$ cat config.mk
export PLATFORM = sky130hd
export DESIGN_NAME = gpic_top
export DESIGN_NICKNAME = d
export VERILOG_FILES = /design/src/rtl/gpic_pkg.sv /design/src/rtl/gpic_group.sv /design/src/rtl/gpic_arbiter.sv /design/src/rtl/gpic_top.sv
export SDC_FILE = /design/constraint.sdc
export NUM_CORES = 1
export LEC_CHECK = 0
export ABC_AREA = 1
export CAP_MARGIN = 30
export CORE_MARGIN = 10
export CORE_UTILIZATION = 50
export DETAILED_ROUTE_END_ITERATION = 12
export GPL_ROUTABILITY_DRIVEN = 0
export GPL_TIMING_DRIVEN = 0
export PLACE_DENSITY_LB_ADDON = 0.08
export SLEW_MARGIN = 15
export SYNTH_ARGS = -nofsm -noshare
export SYNTH_HDL_FRONTEND = slang
export SYNTH_SLANG_ARGS = --single-unit
$ cat constraint.sdc
create_clock -name clk -period 23.2 [get_ports clk]
set_clock_uncertainty 0.15 [all_clocks]
set_input_delay 4.64 -clock clk [delete_from_list [all_inputs] [get_ports clk]]
set_output_delay 4.64 -clock clk [all_outputs]
set_load 0.03 [all_outputs]
$ cat src/rtl/gpic_pkg.sv
package gpic_pkg;

    typedef enum logic [1:0] {
        TRIG_FALL = 2'd0,
        TRIG_RISE = 2'd1,
        TRIG_BOTH = 2'd2,
        TRIG_HIGH = 2'd3
    } trig_e;

    localparam logic [1:0] BLK_CTL  = 2'd0;
    localparam logic [1:0] BLK_ACK  = 2'd1;
    localparam logic [1:0] BLK_TRIG = 2'd2;

    localparam int GRP_STRIDE_LOG2 = 3;

endpackage

$ cat src/rtl/gpic_group.sv
module gpic_group
    import gpic_pkg::*;
#(
    parameter int LINES   = 4,
    parameter int LEVEL_W = 3,
    parameter bit IS_NMI  = 1'b0
) (
    input  logic               clk,
    input  logic               rst_n,
    input  logic [LINES-1:0]   lines_i,
    input  trig_e              trig_i,
    input  logic               wr_ctl0_i,
    input  logic               wr_ctl1_i,
    input  logic [7:0]         wdata_i,
    output logic [LINES-1:0]   req_o,
    output logic [LINES-1:0]   en_o,
    output logic [LEVEL_W-1:0] lvl_o
);

    logic [LINES-1:0] prev_q, req_q, req_n, det;
    logic [LINES-1:0] wr_id, wr_ir;

    assign wr_id = wdata_i[LINES-1:0];
    assign wr_ir = wdata_i[2*LINES-1:LINES];

    always_comb begin
        unique case (trig_i)
            TRIG_FALL: det = prev_q & ~lines_i;
            TRIG_RISE: det = ~prev_q & lines_i;
            TRIG_BOTH: det = prev_q ^ lines_i;
            TRIG_HIGH: det = lines_i;
            default:   det = '0;
        endcase
    end

    always_comb begin
        req_n = req_q;
        if (wr_ctl0_i) begin
            if (IS_NMI) req_n = req_q & ~wr_id;
            else        req_n = (req_q & wr_id) | (wr_ir & wr_id);
        end
        req_n = req_n | det;
    end

    always_ff @(posedge clk or negedge rst_n) begin
        if (!rst_n) begin
            prev_q <= '0;
            req_q  <= '0;
        end else begin
            prev_q <= lines_i;
            req_q  <= req_n;
        end
    end

    assign req_o = req_q;

    generate
        if (IS_NMI) begin : g_nmi
            assign en_o  = '1;
            assign lvl_o = '0;

            p_nmi_clear_r7: assert property (@(posedge clk) disable iff (!rst_n)
                (wr_ctl0_i && det == '0) |=> ((req_q & $past(wr_id)) == '0));
        end else begin : g_lvl
            logic [LINES-1:0]   en_q;
            logic [LEVEL_W-1:0] lvl_q;

            always_ff @(posedge clk or negedge rst_n) begin
                if (!rst_n) begin
                    en_q  <= '1;
                    lvl_q <= '0;
                end else if (wr_ctl1_i) begin
                    en_q  <= wdata_i[LINES-1:0];
                    lvl_q <= wdata_i[LINES +: LEVEL_W];
                end
            end

            assign en_o  = en_q;
            assign lvl_o = lvl_q;

            p_ctl1_load_r6: assert property (@(posedge clk) disable iff (!rst_n)
                wr_ctl1_i |=> (en_q == $past(wdata_i[LINES-1:0])
                               && lvl_q == $past(wdata_i[LINES +: LEVEL_W])));

            p_ctl0_keep_r5: assert property (@(posedge clk) disable iff (!rst_n)
                (wr_ctl0_i && det == '0) |=> ((req_q & ~$past(wr_id)) == '0));
        end
    endgenerate

endmodule

$ cat src/rtl/gpic_arbiter.sv
module gpic_arbiter #(
    parameter int NUM_GROUPS = 25,
    parameter int FIRST_LVL  = 2,
    parameter int LEVEL_W    = 3,
    localparam int IDX_W     = $clog2(NUM_GROUPS)
) (
    input  logic [NUM_GROUPS-1:0]              pend_i,
    input  logic [NUM_GROUPS-1:0][LEVEL_W-1:0] lvl_i,
    output logic                               win_valid_o,
    output logic [IDX_W-1:0]                   win_idx_o,
    output logic [LEVEL_W-1:0]                 win_lvl_o
);

    always_comb begin
        win_valid_o = 1'b0;
        win_idx_o   = '0;
        win_lvl_o   = '0;
        for (int g = FIRST_LVL; g < NUM_GROUPS; g++) begin
            if (pend_i[g] && (!win_valid_o || lvl_i[g] < win_lvl_o)) begin
                win_valid_o = 1'b1;
                win_idx_o   = IDX_W'(g);
                win_lvl_o   = lvl_i[g];
            end
        end
    end

endmodule

$ cat src/rtl/gpic_top.sv
module gpic_top
    import gpic_pkg::*;
#(
    parameter int NUM_GROUPS = 25,
    parameter int NUM_NMI    = 2,
    parameter int LINES      = 4,
    parameter int LEVEL_W    = 3,
    localparam int N_LINES   = NUM_GROUPS * LINES
) (
    input  logic               clk,
    input  logic               rst_n,
    input  logic [N_LINES-1:0] irq_lines_i,
    input  logic [1:0]         bus_blk_i,
    input  logic [7:0]         bus_off_i,
    input  logic               bus_we_i,
    input  logic [7:0]         bus_wdata_i,
    output logic [7:0]         bus_rdata_o,
    output logic               nmi_o,
    output logic               irq_o,
    output logic [LEVEL_W-1:0] irq_level_o
);

    localparam int IDX_W      = $clog2(NUM_GROUPS);
    localparam int TRIG_BITS  = 2 * NUM_GROUPS;
    localparam int TRIG_BYTES = (TRIG_BITS + 7) / 8;

    logic [NUM_GROUPS-1:0][LINES-1:0]   req, en;
    logic [NUM_GROUPS-1:0][LEVEL_W-1:0] lvl;
    logic [NUM_GROUPS-1:0]              pend;
    logic [TRIG_BITS-1:0]               trig_q;
    logic [TRIG_BYTES*8-1:0]            trig_pad;
    logic [IDX_W-1:0]                   ctl_grp;
    logic [2:0]                         ctl_reg;
    logic                               ctl_wr;
    logic                               win_valid;
    logic [IDX_W-1:0]                   win_idx;
    logic [LEVEL_W-1:0]                 win_lvl;
    logic                               nmi_pend;

    assign ctl_grp = IDX_W'((bus_off_i >> GRP_STRIDE_LOG2) % NUM_GROUPS);
    assign ctl_reg = bus_off_i[2:0];
    assign ctl_wr  = bus_we_i && (bus_blk_i == BLK_CTL);

    generate
        for (genvar g = 0; g < NUM_GROUPS; g++) begin : g_grp
            gpic_group #(
                .LINES  (LINES),
                .LEVEL_W(LEVEL_W),
                .IS_NMI (g < NUM_NMI)
            ) u_grp (
                .clk      (clk),
                .rst_n    (rst_n),
                .lines_i  (irq_lines_i[g*LINES +: LINES]),
                .trig_i   (trig_e'(trig_q[2*g +: 2])),
                .wr_ctl0_i(ctl_wr && ctl_grp == IDX_W'(g) && ctl_reg == 3'd0),
                .wr_ctl1_i(ctl_wr && ctl_grp == IDX_W'(g) && ctl_reg == 3'd1),
                .wdata_i  (bus_wdata_i),
                .req_o    (req[g]),
                .en_o     (en[g]),
                .lvl_o    (lvl[g])
            );
            assign pend[g] = |(req[g] & en[g]);
        end
    endgenerate

    assign nmi_pend = |pend[NUM_NMI-1:0];

    gpic_arbiter #(
        .NUM_GROUPS(NUM_GROUPS),
        .FIRST_LVL (NUM_NMI),
        .LEVEL_W   (LEVEL_W)
    ) u_arb (
        .pend_i     (pend),
        .lvl_i      (lvl),
        .win_valid_o(win_valid),
        .win_idx_o  (win_idx),
        .win_lvl_o  (win_lvl)
    );

    always_ff @(posedge clk or negedge rst_n) begin
        if (!rst_n) begin
            trig_q <= '0;
        end else if (bus_we_i && bus_blk_i == BLK_TRIG) begin
            for (int i = 0; i < TRIG_BITS; i++) begin
                if (bus_off_i == 8'(i / 8)) trig_q[i] <= bus_wdata_i[i % 8];
            end
        end
    end

    assign trig_pad = (TRIG_BYTES*8)'(trig_q);

    always_ff @(posedge clk or negedge rst_n) begin
        if (!rst_n) begin
            nmi_o       <= 1'b0;
            irq_o       <= 1'b0;
            irq_level_o <= '0;
        end else begin
            nmi_o       <= nmi_pend;
            irq_o       <= win_valid;
            irq_level_o <= win_valid ? win_lvl : '0;
        end
    end

    always_comb begin
        bus_rdata_o = '0;
        unique case (bus_blk_i)
            BLK_CTL: begin
                for (int g = 0; g < NUM_GROUPS; g++) begin
                    if (ctl_grp == IDX_W'(g)) begin
                        if (g < NUM_NMI) begin
                            if (ctl_reg == 3'd0) bus_rdata_o = 8'(req[g]);
                        end else if (ctl_reg == 3'd0) begin
                            bus_rdata_o = 8'({req[g], req[g] & en[g]});
                        end else if (ctl_reg == 3'd1) begin
                            bus_rdata_o = 8'({lvl[g], en[g]});
                        end
                    end
                end
            end
            BLK_ACK: begin
                if (bus_off_i == 8'd0 && win_valid) bus_rdata_o = 8'(win_idx);
            end
            BLK_TRIG: begin
                for (int b = 0; b < TRIG_BYTES; b++) begin
                    if (bus_off_i == 8'(b)) bus_rdata_o = trig_pad[b*8 +: 8];
                end
            end
            default: bus_rdata_o = '0;
        endcase
    end

    p_nmi_follow_r8: assert property (@(posedge clk) disable iff (!rst_n)
        nmi_pend |=> nmi_o);

    p_nmi_cause_r8: assert property (@(posedge clk) disable iff (!rst_n)
        $rose(nmi_o) |-> $past(nmi_pend));

    p_win_pending_r9: assert property (@(posedge clk) disable iff (!rst_n)
        win_valid |-> (pend[win_idx] && win_idx >= IDX_W'(NUM_NMI)));

    p_irq_idle_r9: assert property (@(posedge clk) disable iff (!rst_n)
        !win_valid |=> (!irq_o && irq_level_o == '0));

    p_ack_range_r10: assert property (@(posedge clk) disable iff (!rst_n)
        (bus_blk_i == BLK_ACK && bus_rdata_o != 8'd0)
            |-> (bus_rdata_o >= 8'(NUM_NMI) && bus_rdata_o < 8'(NUM_GROUPS)));

endmodule

After elaboration in Yosys (flattened, before gate mapping). Cells that the tools add are included.

Register bits after elaboration: 416. Output and inout bits: 13. Input bits: 121.

Reductions and logical operators: 202. Divide/modulo/power cells: 1. Bitwise gates (word level): 223. Mux-type cells: 223. Eq/ne operators: 108. $lt $le $gt $ge: 22.

Operators with widths (count): $mux W8 (99); $pmux W4 S4 (25); $and A4 B4 Y4 (99); $not A4 Y4 (51); $or A4 B4 Y4 (48); $mux W4 (35); $eq A2 B2 Y1 const B (51); $xor A4 B4 Y4 (25); $logic_and A1 B1 Y1 (98); $reduce_or A4 Y1 (23); $mux W3 (28); $lt A3 B3 Y1 (22); $eq A2 B1 Y1 const B (26); $logic_not A2 Y1 (26); $mux W5 (10); $eq A5 B5 Y1 const B (9); $eq A5 B4 Y1 const B (8); $mod A5 B5 Y32 const B (1); $eq A8 B3 Y1 const B (3); $pmux W8 S3 (1); $mux W1 (23); $logic_not A1 Y1 (22); $logic_or A1 B1 Y1 (22); $eq A5 B3 Y1 const B (4); 11 further kinds (20).

Depth between registers and ports, before layout. Gate-level depths: netlist of the first run.

Depth in word-level cells: 96. Depth in mapped cells: 208. Gate-level depth less buffers: 207.

Hierarchy. A second synthesis of the first run with hierarchy kept.

Cells, all modules: 4801. Area total of the unflattened synthesis: 33253.1 µm².

By module, submodules not included: gpic_group (g_grp[10].u_grp ...) (area an instance 933.4 µm², instances 23, cells an instance 116, sequential area each 380.4 µm²); gpic_top (area an instance 7593.5 µm², instances 1, cells an instance 1365, sequential area each 1376.3 µm²); gpic_arbiter (area an instance 2947.8 µm², instances 1, cells an instance 588, sequential area each 0.0 µm²); gpic_group (g_grp[0].u_grp ...) (area an instance 621.8 µm², instances 2, cells an instance 90, sequential area each 200.2 µm²).

Worst setup path after synthesis of the first run. OpenSTA, ideal clock, no wires.

Path type: register -> output. Start: register g_grp[2].u_grp.g_lvl.en_q[3]. End: output port bus_rdata_o[3]. Path slack: -0.774 ns. Stages on the path, launching flop included: 174. Path buffers: 1. Required time: 18.410 ns. Data arrival time: 19.184 ns. Cell sequence: dfstp_2 -> nand2_1 -> nand2_1 -> inv_2 -> nand2_4 -> inv_1 -> nor2_1 -> inv_1 -> ha_1 -> a21oi_1 -> nand2_1 -> nand2_2 -> nand2_2 -> o21ai_0 -> ha_1 -> nand2_1 -> inv_1 -> nand2_1 -> [138 not listed] -> nand2_4 -> nand2_1 -> o21ai_1 -> ha_1 -> a21oi_1 -> nand2_1 -> nand2_2 -> nand2_4 -> o21ai_0 -> ha_1 -> a21oi_1 -> nand2_1 -> nand2_1 -> nand2_1 -> buf_6 -> nand2_2 -> nand2_1 -> nand2_1.

Cells in the longest elaborated chain, start to end: 94. Elaborated cells on any way between the ends: 243. Classes of those cells: order compare: 22; mux: 152; bitwise: 1; reduce/logical: 68.

RTL lines: from (decl) (line gpic_group.sv:65) `logic [LINES-1:0] en_q;`; from (signal assigned) (line gpic_group.sv:73) `en_q <= wdata_i[LINES-1:0];`; $and A4 B4 Y4 (line gpic_top.sv:62, gpic_top.sv:113); $reduce_or A4 Y1 (line gpic_top.sv:62) `assign pend[g] = |(req[g] & en[g]);`; $mux W3 / $mux W1 (equally long branches) (line gpic_arbiter.sv:19) `if (pend_i[g] && (!win_valid_o || lvl_i[g] < win_lvl_o)) begin`; $lt A3 B3 Y1 / $logic_not A1 Y1 (equally long branches) (line gpic_arbiter.sv:19); $logic_or A1 B1 Y1 (line gpic_arbiter.sv:19); $logic_and A1 B1 Y1 (line gpic_arbiter.sv:19); $mux W3 / $mux W1 (equally long branches) (line gpic_arbiter.sv:19); $lt A3 B3 Y1 / $logic_not A1 Y1 (equally long branches) (line gpic_arbiter.sv:19); [78 not listed]; $mux W3 / $mux W1 (equally long branches) (line gpic_arbiter.sv:19); $lt A3 B3 Y1 / $logic_not A1 Y1 (equally long branches) (line gpic_arbiter.sv:19); $logic_or A1 B1 Y1 (line gpic_arbiter.sv:19); $logic_and A1 B1 Y1 (line gpic_arbiter.sv:19); $mux W1 (line gpic_arbiter.sv:19); $logic_and A1 B1 Y1 (line gpic_top.sv:121) `if (bus_off_i == 8'd0 && win_valid) bus_rdata_o = 8'(win_idx);`; $mux W5 (line gpic_top.sv:121); $pmux W8 S3 (*) (line gpic_top.sv:106) `unique case (bus_blk_i)`; to (decl) (line gpic_top.sv:17) `output logic [7:0] bus_rdata_o,`.

Mark *: on every way between the ends. The rest lies on a longest branch, timed or not. The select of a mux whose other input is x is not followed.

Worst setup path after layout of the first run.
Start: register g_grp[2].u_grp.g_lvl.en_q[2]. End: output port bus_rdata_o[0].

Cells in the longest elaborated chain, start to end: 94. Elaborated cells on any way between the ends: 160. Classes of those cells: order compare: 22; mux: 69; bitwise: 1; reduce/logical: 68.

RTL lines (line): $and A4 B4 Y4 (*) (gpic_top.sv:62); $reduce_or A4 Y1 (*) (gpic_top.sv:62); $mux W3 / $mux W1 (equally long branches) (gpic_arbiter.sv:19); $lt A3 B3 Y1 / $logic_not A1 Y1 (equally long branches) (gpic_arbiter.sv:19); $logic_or A1 B1 Y1 (gpic_arbiter.sv:19); $logic_and A1 B1 Y1 (gpic_arbiter.sv:19); $mux W3 / $mux W1 (equally long branches) (gpic_arbiter.sv:19); $lt A3 B3 Y1 / $logic_not A1 Y1 (equally long branches) (gpic_arbiter.sv:19); [78 not listed]; $mux W3 / $mux W1 (equally long branches) (gpic_arbiter.sv:19); $lt A3 B3 Y1 / $logic_not A1 Y1 (equally long branches) (gpic_arbiter.sv:19); $logic_or A1 B1 Y1 (gpic_arbiter.sv:19); $logic_and A1 B1 Y1 (gpic_arbiter.sv:19); $mux W1 (gpic_arbiter.sv:19); $logic_and A1 B1 Y1 (gpic_top.sv:121); $mux W5 (*) (gpic_top.sv:121); $pmux W8 S3 (*) (gpic_top.sv:106).

Mark *: on every way between the ends. The rest lies on a longest branch, timed or not.

==> results of run 1 <==
==> placed cells by master, fill, tap and decap left out, drive strengths merged, types with 5 or more instances in the layout <==
cell,n
a22oi,20
o21bai,22
a31oi,17
dfrtp,324
o21ai,424
a211oi,5
nand4,19
o22ai,41
ha,233
or2,10
inv,520
o311ai,21
a21oi,137
a221oi,63
o2111ai,7
clkbuf,209
clkinv,23
a32o,5
nand3,272
dfstp,92
nor2,180
a221o,45
nor3,15
o211ai,124
o221ai,22
diode,7
bufinv,6
buf,147
nor4,8
clkdlybuf4s50,126
nand2,827
==> sequential cells by signal, summed over array words and instances, names as in the netlist <==
signal,count
nmi_o,1
g_grp.u_grp.en_o,92
g_grp.u_grp.prev_q,100
g_grp.u_grp.req_o,100
trig_q,50
irq_level_o,3
g_grp.u_grp.lvl_o,69
irq_o,1
==> metal layers <==
metal	up-vias	wire, um	GRT usage
li1	13020	-	-
met5	-	46	0
met2	1591	43310	0.4410
met4	8	5888	0.1590
met3	310	11120	0.06227
met1	13290	44290	0.4255
==> cell families (layout without fill, tap and decap cells) <==
family | Yosys count | after routing
AO/OA/AOI/OAI | 967 | 967
flip-flops | 416 | 416
buffers and inverters | 686 | 1034
other | 0 | 7
AND/OR/NAND/NOR | 1332 | 1332
XOR/XNOR | 2 | 2
adder cells (fa/ha/maj) | 233 | 233
==> worst register-to-register path, delay by kind of cell, from the launching register on <==
family                     cells  cell delay (ns)
and+or+nand+nor              126             8.61
adders and majority gates     21             5.26
AOI/OAI and AO/OA             21             2.98
buffers and inverters         28             1.48
DFF                            1             0.55
==> final cells by class <==
type                            instances  area, um2  area share
Timing Repair Buffer                  260       2439     0.07155
Clock inverter                         18      247.7    0.007269
Clock buffer                           70       1455     0.04269
Tap cell                              748      935.9     0.02746
Multi-Input combinational cell       2534      15860      0.4653
Sequential cell                       416      10530      0.3088
Antenna cell                            7      17.52   0.0005139
Buffer                                152      586.8     0.01722
Inverter                              534       2016     0.05914
==> timing repair <==
action / CTS / global route
pin swaps: 80 / 107
endpoints found under the setup margin: 5 / 5
gates resized for setup: 177 / 92
buffers inserted: 81 / 31
==> path summary, 6_finish.rpt <==
check,to,depth (start not counted),startpoint
max,bus_rdata_o[0],197,g_grp[2].u_grp.en_o[2]
min,g_grp[6].u_grp.lvl_o[0],2,g_grp[6].u_grp.lvl_o[0]
max reg2reg,irq_level_o[0],196,g_grp[2].u_grp.en_o[2]
min reg2reg,g_grp[6].u_grp.lvl_o[0],2,g_grp[6].u_grp.lvl_o[0]
max in group asynchronous,g_grp[20].u_grp.prev_q[3],3,rst_n
min in group asynchronous,g_grp[11].u_grp.prev_q[1],1,rst_n
==> power by group through the flow <==
stage | Clock [mW] | Combinational (mW) | Sequential, mW
floorplan | 0 | 0.388 | 0.777
global placement | 0 | 0.569 | 0.776
detailed placement | 0 | 0.579 | 0.775
CTS | 0.833 | 0.753 | 0.763
global route | 0.863 | 0.923 | 0.766
finish | 0.826 | 0.859 | 0.764
==> stage by stage <==
stage | total power, mW | cell area (um2) | hold WS, ns | TNS, ns
after floorplan | 1.165 | 27930 | 0.3013 | 0
after global placement | 1.345 | 30190 | 0.3183 | -545.25
after detailed placement | 1.354 | 30450 | 0.3293 | -16.30
after CTS | 2.350 | 33410 | 0.3439 | -5.114
after global routing | 2.551 | 34070 | 0.3623 | -10.02
final | 2.448 | 34080 | 0.3398 | -4.957
==> out/results.md, run 1 <==
Place
* -3.312 ns — minimum setup slack after placement
* 75700 um — DP HPWL
* 4531 — Placed Instances
* 132 — Port Buffers

Global routing
* 156900 um — first-pass GRT wire length
* 6 — antenna violations before repair
* 0 — Congestion Overflow GR
* 26060 — vias in the first global route
* 0.3058 — global routing usage summed across all routing layers
* 100 — largest net degree at the start of global routing

CTS
* 0.06 ns — clock-pin slew of the registers on the worst-case setup and hold paths
* sky130_fd_sc_hd__clkbuf_16 — CTS Root Buffer Type
* 0.59 ns — insertion delay to the later sink of the worst-skew pair
* 3 — Clock Path Buffers
* done — CTS tree
* 48 — number of CTS-inserted buffers
* 416 — count of clock tree sinks
* 2 — number of levels the H-tree was split into
* 0 — number of buffers inserted by hold repair at cts

Floorplanning
* 256.3 um — die width
* 65690 um2 — Die Footprint
* 0.5058 — Initial Utilization
* 86 — Row Count
* 134 — count of pins on the block boundary
* 256.3 um — Vert. Die Dim
* 55200 um2 — total core area

Route
* 0 — number of remaining DRC errors
* 28220 — total vias in the final route
* 0 — post-route ant nets
* 6 — iteration count of the initial detailed-routing pass
* 104700 um — DRT Wirelength
* 22.08 um — wire length per cell
* 3433 — DR iter-0 viols
* 5.955 — number of vias per cell

Finish
* 4739 — final cell count without fillers
* 22.08% — Area growth syn-to-layout
* 4300 — Net count, final
* 4938 — fill count
* 0.1403 — share of final-layout standard cells stronger than drive strength 1
* 0.6174 — Post-Route Utilization

Worst setup path
* 19.44 ns — arrival time reported for the critical path endpoint
* 3.99 ns — reg-to-reg slack, setup
* 6 — Crit Path Max Fanout
* 0.55 ns — slowest stage delay, CP
* sky130_fd_sc_hd__nand2_2 — most used cell, CP
* 28 — Crit path buffers/inverters
* output port — endpoint class of the critical path
* reg -> out — critical path start-end classification
* sky130_fd_sc_hd__dfstp_2 — Critical-path top delay cell
* simple AND/OR/NAND/NOR gates — cell type group with the largest total delay on the critical path
* flop — Startpoint Class
* 18.41 ns — critical path required time

Synth
* 0.2077 — area fraction in and, or, nand and nor cells after synthesis
* 0 — post-synthesis mux area share
* 3990 — number of nets in the synthesized netlist
* sky130_fd_sc_hd__dfrtp_1 — prevailing post-synth register cell
* 0.3770 — share of the yosys chip area belonging to registers
* sky130_fd_sc_hd__nand2_1 — most common cell in the netlist
* 0 — number of flops mapped to enable cells by yosys
* sky130_fd_sc_hd__nand2_1 (766), sky130_fd_sc_hd__inv_1 (506), sky130_fd_sc_hd__o21ai_0 (418) — synth cell count leaders
* 48 — distinct cell type count after synthesis
* 0.1044 — area share of fa/ha/maj cells after synthesis
* 0.2904 — fraction of post-synthesis cell area in the top cell type by area
* 27920 um2 — synthesized area
* 1.000 — asr flop ratio synth
* 7.678 um2 — Post-Syn Area per Cell
* 0 — number of warnings printed during yosys synthesis
* sky130_fd_sc_hd__dfrtp_1 — library cell with the largest summed area after synthesis
* 0.2177 — share of the synthesized area in compound gates (AO/OA/AOI/OAI)
* 0.0006274 — XOR/XNOR Fraction of Synth Area
* compound AO/OA/AOI/OAI gates — main combinational cell family by area after synthesis
* 416 — post-synthesis sequential element count
* sky130_fd_sc_hd__dfrtp_1 (29%), sky130_fd_sc_hd__ha_1 (10%), sky130_fd_sc_hd__nand2_1 (10%) — top area cells in the synthesized netlist
* 3636 — number of instances in the synthesized netlist

Power
* 15.01 nW — leakage component of the power
* 0.337 — proportion of power drawn by the clock network
* 1.599 mW — Cell Int Power
* 849.4 uW — Sw Pwr
* 0.05751 mV — highest ir drop seen on vdd
* 0.312 — portion of total power attributed to sequential cells
* 0.351 — combinational group share of total power
* 71.83 nW/um2 — P per Cell Area
* 0.3469 — switching fraction of total power

Timing
* 41.26 MHz — maximum clock frequency
* -1.034 ns — post-route worst setup slack
* 0 — pins over their slew limit
* 24.23 ns — Final min period
* 0.2551 — Relative slew margins
* 0 — Final Hold Violating Endpoints
* 5 — total of endpoints with negative setup slack in the final report
* 1.045 — Final Cycle Share
* 1.117 ns — transition time of the tightest slew-check pin
* true — setup repair after global routing missed its margin

Flow run
* 0 — Max Cap Viol

Run status
* finished with violations — outcome
* setup timing — failing checks

Hold path
* reg -> reg — Tightest Hold Check Type

No activity file was read; power rests on OpenSTA's default activity.
==> run 2: changes to the inputs <==
Settings changed: CTS_BUF_LIST set to sky130_fd_sc_hd__clkbuf_8, CTS_CLUSTER_DIAMETER set to 150.
==> out/results.md, run 2 (synthesis gave the netlist of run 1 again) <==
Global routing
* 0 — Congestion Overflow GR
* 156800 um — first-pass GRT wire length
* 7 — antenna violations before repair
* 100 — largest net degree at the start of global routing
* 0.3069 — global routing usage summed across all routing layers
* 26280 — vias in the first global route

Floorplanning
* 65690 um2 — Die Footprint
* 86 — Row Count
* 134 — count of pins on the block boundary
* 0.5058 — Initial Utilization
* 256.3 um — Vert. Die Dim
* 55200 um2 — total core area
* 256.3 um — die width

Finish
* 4983 — fill count
* sky130_fd_sc_hd__nand2_1 — most common cell after layout, fill and taps aside
* 0.1498 — share of final-layout standard cells stronger than drive strength 1
* 15860 um2 — multi-input logic area
* 4332 — Net count, final
* sky130_fd_sc_hd__nand2_1 (688), sky130_fd_sc_hd__inv_1 (522), sky130_fd_sc_hd__o21ai_0 (394), sky130_fd_sc_hd__dfrtp_1 (324), sky130_fd_sc_hd__nand3_1 (264) — most frequent cells in the layout
* 0.6164 — Post-Route Utilization
* 10530 um2 — Sequential cell area
* 21.88% — Area growth syn-to-layout

Power
* 2.387 mW — final total power
* 70.15 nW/um2 — P per Cell Area
* 15.12 nW — leakage component of the power
* 0.05417 mV — highest ir drop seen on vdd

Worst setup path
* output port — endpoint class of the critical path
* sky130_fd_sc_hd__nand2_2 — most used cell, CP
* 6 — Crit Path Max Fanout
* reg -> out — critical path start-end classification
* 0.55 ns — slowest stage delay, CP
* 19.52 ns — arrival time reported for the critical path endpoint
* sky130_fd_sc_hd__dfstp_2 — Critical-path top delay cell
* 18.41 ns — critical path required time
* flop — Startpoint Class

Timing
* 1.048 — Final Cycle Share
* 0.2594 — Relative slew margins
* 0 — pins over their slew limit
* -1.111 ns — post-route worst setup slack
* true — setup repair after global routing missed its margin
* 5 — total of endpoints with negative setup slack in the final report
* 41.13 MHz — maximum clock frequency
* 0 — Final Hold Violating Endpoints
* 24.31 ns — Final min period
* 1.111 ns — transition time of the tightest slew-check pin

CTS
* 416 — count of clock tree sinks
* 0.71 ns — insertion delay to the later sink of the worst-skew pair
* sky130_fd_sc_hd__clkbuf_8 — CTS Root Buffer Type
* 76 — number of CTS-inserted buffers
* 3 — number of levels the H-tree was split into
* 0 — number of buffers inserted by hold repair at cts
* done — CTS tree
* 0.06 ns — clock-pin slew of the registers on the worst-case setup and hold paths
* 3 — Clock Path Buffers

Hold path
* reg -> reg — Tightest Hold Check Type

Route
* 0 — post-route ant nets
* 28410 — total vias in the final route
* 21.89 um — wire length per cell
* 3372 — DR iter-0 viols
* 9 — iteration count of the initial detailed-routing pass
* 104900 um — DRT Wirelength
* 0 — number of remaining DRC errors
* 5.932 — number of vias per cell

Run status
* finished with violations — outcome
* setup timing — failing checks

Flow run
* 0 — Max Cap Viol

Place
* 75700 um — DP HPWL
* 132 — Port Buffers

==> run 2: cell count changes in the layout (fill, tap and decap cells not counted), moves of 3 or more <==
cell and change:
sky130_fd_sc_hd__buf_6 +5, sky130_fd_sc_hd__inv_1 +21, sky130_fd_sc_hd__clkinv_2 +5, sky130_fd_sc_hd__clkbuf_8 +82, sky130_fd_sc_hd__bufinv_16 -3, sky130_fd_sc_hd__nand2_2 +3
sky130_fd_sc_hd__nand3_2 +3, sky130_fd_sc_hd__diode_2 -5, sky130_fd_sc_hd__clkbuf_16 -49, sky130_fd_sc_hd__clkbuf_1 -6
==> run 2: per-stage QoR <==
stage	setup TNS [ns]	std cells	cell area (um2)	hold slack (ns)	worst slack, ns
detailed placement	-16.30	4531	30450	0.3293	-3.312
global route	-10.81	4789	34030	0.3614	-2.193
finish	-5.387	4790	34030	0.3411	-1.111
global placement	-545.25	4516	30190	0.3183	-3.088
CTS	-5.650	4752	33320	0.3434	-1.165
floorplan	0	3636	27930	0.3013	0.05784
==> run 2: what timing repair did <==
| item | 4_1_cts | 5_1_grt |
|---|---|---|
| pin swaps | 79 | 138 |
| setup endpoints to repair | 5 | 5 |
| buffers inserted | 81 | 34 |
| resized for setup | 177 | 95 |
==> run 2: critical path, delay by kind of cell (launching register included) <==
kind                     cells  cell delay, ns
AND/OR/NAND/NOR            127            8.75
adder cells (fa/ha/maj)     21            5.23
AO/OA/AOI/OAI               20            2.62
buffers and inverters       29            1.60
flip-flops                   1            0.55
==> run 2: where the power goes <==
group	internal (mW)	switching [mW]	total [mW]
registers	0.749	0.0155	0.764
clock network	0.411	0.340	0.751
logic	0.358	0.514	0.871
==> run 2: layer usage <==
metal	GRT usage	wire length, um	vias up
li1	-	-	13090
met1	0.4196	43650	13410
met2	0.4386	42690	1544
met3	0.07553	11780	353
met4	0.1673	6659	12
met5	0	80	-
==> run 2: layout make-up <==
cell class / instances / share of cell area
buffer: 152 / 0.01725
multi-input combinational: 2534 / 0.4660
sequential: 416 / 0.3093
timing repair buffer: 264 / 0.07310
clock inverter: 43 / 0.008273
clock buffer: 97 / 0.03923
inverter: 534 / 0.05924
antenna: 2 / 0.0001471
tap: 748 / 0.02750
==> run 2: path summary, 6_finish.rpt <==
check | to | slack (ns) | from | depth (start not counted)
min in group asynchronous | g_grp[11].u_grp.prev_q[2] | 3.72 | rst_n | 1
min | g_grp[6].u_grp.lvl_o[0] | 0.34 | g_grp[6].u_grp.lvl_o[0] | 2
max reg2reg | irq_level_o[0] | 3.98 | g_grp[2].u_grp.en_o[2] | 196
max in group asynchronous | trig_q[40] | 17.86 | rst_n | 3
min reg2reg | g_grp[6].u_grp.lvl_o[0] | 0.34 | g_grp[6].u_grp.lvl_o[0] | 2
max | bus_rdata_o[1] | -1.11 | g_grp[2].u_grp.en_o[2] | 197
